## src/rtl/prescaled_down_timer.sv

```systemverilog
module prescaled_down_timer #(
  parameter int W  = 8,
  parameter int PW = 8
) (
  input  logic         clk,
  input  logic         rst_n,
  input  logic         wr_en,
  input  logic         wr_addr,
  input  logic [W-1:0] wr_data,
  input  logic         ext_evt,
  output logic         timeout,
  output logic         tmr_out,
  output logic [W-1:0] count,
  output logic [4:0]   ctrl
);

  logic [4:0]    ctrl_q;
  logic [W-1:0]  reload_q, cnt_q;
  logic [PW-1:0] psc_q, limit;
  logic [2:0]    sync_q;
  logic          out_q, to_q;

  wire [2:0] code     = ctrl_q[2:0];
  wire       ext_mode = ctrl_q[3];
  wire       hold_low = ctrl_q[4];
  wire       running  = ext_mode | (code != 3'd0);
  wire       ctrl_wr  = wr_en & ~wr_addr;
  wire       data_wr  = wr_en & wr_addr;

  always_comb begin
    case (code)
      3'd1:    limit = PW'(3);
      3'd2:    limit = PW'(9);
      3'd3:    limit = PW'(15);
      3'd4:    limit = PW'(49);
      3'd5:    limit = PW'(63);
      3'd6:    limit = PW'(99);
      3'd7:    limit = PW'(199);
      default: limit = '0;
    endcase
  end

  wire psc_tick = ~ext_mode & (code != 3'd0) & (psc_q == limit);
  wire ev       = sync_q[1] & ~sync_q[2];
  wire dec      = ext_mode ? ev : psc_tick;
  wire wrap     = dec & (cnt_q == W'(1));

  always_ff @(posedge clk) begin
    if (!rst_n) begin
      ctrl_q   <= '0;
      reload_q <= '0;
      cnt_q    <= '0;
      psc_q    <= '0;
      sync_q   <= '0;
      out_q    <= 1'b0;
      to_q     <= 1'b0;
    end else begin
      sync_q <= {sync_q[1:0], ext_evt};
      to_q   <= wrap;
      if (ctrl_wr) ctrl_q <= wr_data[4:0];
      if (data_wr) reload_q <= wr_data;

      if (ctrl_wr && wr_data[2:0] != code) psc_q <= '0;
      else if (ext_mode || code == 3'd0 || psc_tick) psc_q <= '0;
      else psc_q <= psc_q + 1'b1;

      if (data_wr && !running) cnt_q <= wr_data;
      else if (dec) cnt_q <= wrap ? reload_q : cnt_q - 1'b1;

      if (hold_low) out_q <= 1'b0;
      else if (wrap) out_q <= ~out_q;
    end
  end

  assign timeout = to_q;
  assign tmr_out = out_q;
  assign count   = cnt_q;
  assign ctrl    = ctrl_q;


  stop_hold_chk: assert property (@(posedge clk) disable iff (!rst_n)
    (!running && !data_wr) |=> cnt_q == $past(cnt_q));


  psc_bound_chk: assert property (@(posedge clk) disable iff (!rst_n)
    psc_q <= PW'(199));


  reload_val_chk: assert property (@(posedge clk) disable iff (!rst_n)
    to_q |-> cnt_q == $past(reload_q));


  toggle_src_chk: assert property (@(posedge clk) disable iff (!rst_n)
    $rose(out_q) |-> to_q);


  hold_low_chk: assert property (@(posedge clk) disable iff (!rst_n)
    hold_low |=> !out_q);

endmodule

```

## config.mk

```make
export PLATFORM = sky130hd
export DESIGN_NAME = prescaled_down_timer
export DESIGN_NICKNAME = d
export VERILOG_FILES = /design/src/rtl/prescaled_down_timer.sv
export SDC_FILE = /design/constraint.sdc
export NUM_CORES = 1
export LEC_CHECK = 0
export BUFFER_PORTS_ARGS = -buffer_cell sky130_fd_sc_hd__buf_2
export CORE_ASPECT_RATIO = 1.1
export CORE_MARGIN = 4
export CORE_UTILIZATION = 35
export DETAILED_ROUTE_END_ITERATION = 8
export GPL_ROUTABILITY_DRIVEN = 0
export SLEW_MARGIN = 20
export SYNTH_ARGS = -nofsm -noshare
export SYNTH_HDL_FRONTEND = slang
export SYNTH_SLANG_ARGS = --single-unit
```

## constraint.sdc

```tcl
create_clock -name clk -period 3 [get_ports clk]
set_input_delay 0.3 -clock clk [delete_from_list [all_inputs] [get_ports clk]]
set_output_delay 0.3 -clock clk [all_outputs]
set_load 0.01 [all_outputs]
```

Word-level counts from Yosys, hierarchy flattened --
Cells that the tools add are included.
Storage, ports and cells: output and inout bits 15, register bits after elaboration 34
Operators by class: eq/ne operators 10, reductions and logical operators 10, bitwise gates (word level) 12, muxes and demuxes 5, $add $sub $neg 2
Operators by type and width (count):
- 8-bit case mux with 7 select lines | 1
- 8-bit 2-to-1 mux | 3
- 3-bit == test, second input constant | 4
- 8-bit by 1-bit adder with 8-bit output, second input constant | 1
- 8-bit by 1-bit == test with 1-bit output, second input constant | 1
- 8-bit == test | 1
- 8-bit by 1-bit subtractor with 8-bit output, second input constant | 1
- 1-bit bitwise AND | 6
- 3-bit by 2-bit == test with 1-bit output, second input constant | 2
- 1-bit NOT | 5
- 3-bit by 1-bit == test with 1-bit output, second input constant | 1
- 3-bit zero test | 1
- 3-bit != test | 1
- 3-bit nonzero test | 1
- 3-bit OR reduction | 1
- 1-bit logical AND | 2
- 1-bit logical OR | 2
- 2-bit nonzero test | 1
- 2-bit OR reduction | 1
- 1-bit zero test | 1
- 1-bit 2-to-1 mux | 1
- 1-bit OR | 1

Logic depth before layout (Yosys ltp) --
word-level depth 9, depth in mapped cells 9

Least setup slack after synthesis --
Ideal clock, no wire load.
path type reg-to-reg, start register ctrl_q[1] (netlist: ctrl[1]), end register cnt_q[5] (netlist: count[5]), slack 0.744 ns, clock period less this slack 2.256 ns, stages on the path, launching flop included 9, data arrival time 2.134 ns, buffers on the path 2, cells stage by stage dfxtp_1 -> buf_2 -> nor4bb_1 -> o21ai_0 -> o311a_1 -> or4_1 -> and4_4 -> buf_6 -> a221o_1
On the way: word-level cells in the longest chain between the ends 9, elaborated cells between the ends (all ways) 21, those cells by class eq/ne (8); mux (5); bitwise (4); reduce/logical (4)
Ends and longest elaborated chain:
- start: declaration | RTL line 17 | logic [4:0] ctrl_q;
- start signal: assignment | RTL line 60 | if (ctrl_wr) ctrl_q <= wr_data[4:0];
- 3-bit == test (tied with other cells) | RTL line 31 | case (code)
- 8-bit case mux with 7 select lines | RTL line 31
- 8-bit == test | RTL line 43 | wire psc_tick = ~ext_mode & (code != 3'd0) & (psc_q == limit);
- 1-bit bitwise AND | RTL line 43
- 1-bit 2-to-1 mux | RTL line 45 | wire dec = ext_mode ? ev : psc_tick;
- 1-bit bitwise AND | RTL line 46 | wire wrap = dec & (cnt_q == W'(1));
- 8-bit 2-to-1 mux (2 in a row) | RTL line 68 | else if (dec) cnt_q <= wrap ? reload_q : cnt_q - 1'b1;
- 8-bit 2-to-1 mux | RTL line 67 | if (data_wr && !running) cnt_q <= wr_data;
- end signal: assignment | RTL line 67
- end signal: assignment | RTL line 68
- end: declaration | RTL line 18 | logic [W-1:0] reload_q, cnt_q;
Several ways; a longest one is shown, not always the timed one. The select of a mux whose other input is x is not followed. A chain may end at the register's enable or synchronous reset.

Worst setup path in the final report --
start register ctrl_q[2] (netlist: ctrl[2]), end register cnt_q[1] (netlist: count[1])
Same word-level chain as after synthesis.

==> reports/qor.txt <==
FF+latch count, synth: 34
final hold vios: 0
cell taking the most area after synthesis: dfxtp_1
max-slew violations: 0
LEAKAGE: 0.7913 nW
sinks on the clock net: 34
Initial Util: 0.3619
R2R depth: 6
Rows: 27
Mapped Area: 1809 sq um
largest family of logic cells by synthesized area: simple AND/OR/NAND/NOR gates
RR Endpoint: count[1]$_SDFFE_PN0P_
fmax: 0.3784 GHz
DRT iter0 DRCs: 95
ANT nets after route: 0
critical-path maximum fanout: 13
Reg2Reg Setup Slack: 0.36 ns
Synth Instances: 216
fraction of layout cells with a size suffix above 1: 0.1590
area of the die: 6385 sq um
die width: 76.55 um
Yosys warning total: 0
total gr overflow: 0
largest net degree at the start of global routing: 23
Die H: 83.41 um
crit path cell chain: nand2_1 -> a22o_1 -> o311a_1 -> or4_1 -> and4_4 -> a221o_1
Reg2Reg Launch Point: ctrl[2]$_SDFFE_PN0P_
worst hold slack: 0.2137 ns
setup TNS: 0 ns
PwrDens: 582.3 nW/um^2
Avg Cell Area, Syn: 8.376 sq um
# nets final: 254
worst hold path stage count: 2
Vias/cell: 5.256
max-cap violations: 0
clk_lat worst skew: 0.29 ns
WP data required: 3.17 ns
final WL: 4.202 mm
via count: 1561
min-delay worst type: primary input to flop
Clock Tree Root: clkbuf_8
ranking of synthesized cells by area: dfxtp_1 38%, nor2_1 5.2%, xnor2_1 4.8%
Commonest cells post-synth: 34 x dfxtp_1, 25 x nor2_1, 17 x nand2_1, 16 x nand3_1, 15 x a21oi_1
number of synthesized flops with an enable pin: 0
Startpoint Class: flop
initial antenna violation count: 0
ANT cells: 0
Num CTS Buffers: 5
post-cts repair resize count: 0
DRC violations left: 0
Port Buffers: 27
RSZ-0062 raised after global routing: no
Mapped Nets: 232
crit path kind: flop to flop
max incr delay on CP: 0.73 ns
Slew Limit Headroom: 0.5327
wire per inst: 14.15 um
Post-DP HPWL: 3.034 mm
Crit path arrival time: 2.82 ns
Synth Area in Adders: 0.02075
most common cell in the netlist: dfxtp_1
worst-path cell with the longest stage delay: or4_1
status: complete, no violations
Area growth syn-to-layout: 14.66%
overall power: 1.208 mW
post-synthesis compound-gate area fraction: 0.1715
Synth Area in Simple Gates: 0.2718
post-synthesis cell type count: 42
Core ar.: 5000 sq um
asr flop ratio synth: 0
clk_skew: 0.005314 ns
TritonCTS clock tree: built
Worst Setup EP: count[1]$_SDFFE_PN0P_
most frequently used flop master after synthesis: dfxtp_1
final setup fails: 0
# IOs: 28
critical path launch point: ctrl[2]$_SDFFE_PN0P_
Max Root-Sink Buffers: 2
Worst VDD drop: 0.2479 mV
gr usage total: 0.1428
drt pass-1 iters: 4
period utilization: 0.8810
Worst-Margin Slew: 0.7002 ns
Fillers: 525
share of the synthesized area in the top cell type: 0.3762
Min Clock Period, post-route: 2.643 ns
sequential element share of the synthesized area: 0.3762
Worst Setup End Kind: flop
cts hold-fix bufs: 0
Synth Area in XOR/XNOR: 0.06777
first-pass GRT wire length: 7.334 mm
vias in the first global route: 1506
number of H-tree levels: 2
setup repair bufs after CTS: 0
clock slew at reported path FFs: 0.07 ns
mux cell area share after synthesis: 0.04426
power breakdown:
| group | internal, mW | leakage [nW] | switching, mW |
|---|---|---|---|
| combinational | 0.127 | 0.463 | 0.145 |
| clock | 0.248 | 0.0514 | 0.172 |
| sequential | 0.479 | 0.277 | 0.0375 |
per-layer routing:
metal	vias up	wire length, um	global-route usage
li1	819	-	-
met1	711	1968	0.1733
met2	25	1995	0.2334
met3	6	178	0.04664
met4	0	60	0.05437
met5	-	0	0
stage by stage:
stage               area [sq um]  worst slack (ns)  std cells    util
floorplan                   1809            0.7444        216       -
CTS                         2074            0.3604        297  0.4149
global placement            1964            0.4128        289  0.3929
finish                      2074            0.3571        297  0.4149
global route                2074            0.1955        297  0.4149
detailed placement          1964            0.3670        289  0.3929
placed cells by master, fill, tap and decap left out, drive strengths merged, types with 8 or more instances in the layout:
cell type  Yosys  routed
xnor2         10      10
mux2i          8       8
nand2         17      17
a21oi         15      15
dfxtp         34      34
nand3         16      16
nor2          25      25
buf            7      29
worst min-delay path by stage:
stage	start	to	slack [ns]
floorplan	sync_q[0]$_SDFF_PN0_	sync_q[1]$_SDFF_PN0_	0.41
global placement	sync_q[0]$_SDFF_PN0_	sync_q[1]$_SDFF_PN0_	0.41
detailed placement	sync_q[0]$_SDFF_PN0_	sync_q[1]$_SDFF_PN0_	0.42
CTS	ext_evt	sync_q[0]$_SDFF_PN0_	0.21
global route	ext_evt	sync_q[0]$_SDFF_PN0_	0.23
finish	ext_evt	sync_q[0]$_SDFF_PN0_	0.21
logic make-up (layout without fill, tap and decap cells):
kind of cell | count (synthesis) | after routing
and+or+nand+nor | 95 | 95
AOI/OAI and AO/OA | 43 | 43
DFF | 34 | 34
buffers and inverters | 19 | 42
xor gates and xnor gates | 14 | 14
muxes | 8 | 8
adders and majority gates | 3 | 3
flip-flops by register name, summed over array words and instances (netlist names):
name      flops
ctrl          5
reload_q      8
tmr_out       1
psc_q         8
timeout       1
sync_q        3
count         8
worst max-delay path, delay by kind of cell (launching register included):
family	cells	cell delay (ns)
AND/OR/NAND/NOR	3	1.14
AO/OA/AOI/OAI	3	0.83
flip-flops	1	0.57
area by class of cell:
| type | count | area (sq um) | area share |
|---|---|---|---|
| sequential | 34 | 680.7 | 0.3281 |
| tap | 58 | 72.57 | 0.03498 |
| inverter | 5 | 18.77 | 0.009047 |
| timing repair buffer | 29 | 150.1 | 0.07238 |
| clock buffer | 6 | 72.57 | 0.03498 |
| multi-input combinational | 163 | 1042 | 0.5024 |
| clock inverter | 2 | 37.54 | 0.01809 |
Note: power is estimated with default switching activity, not from simulation.
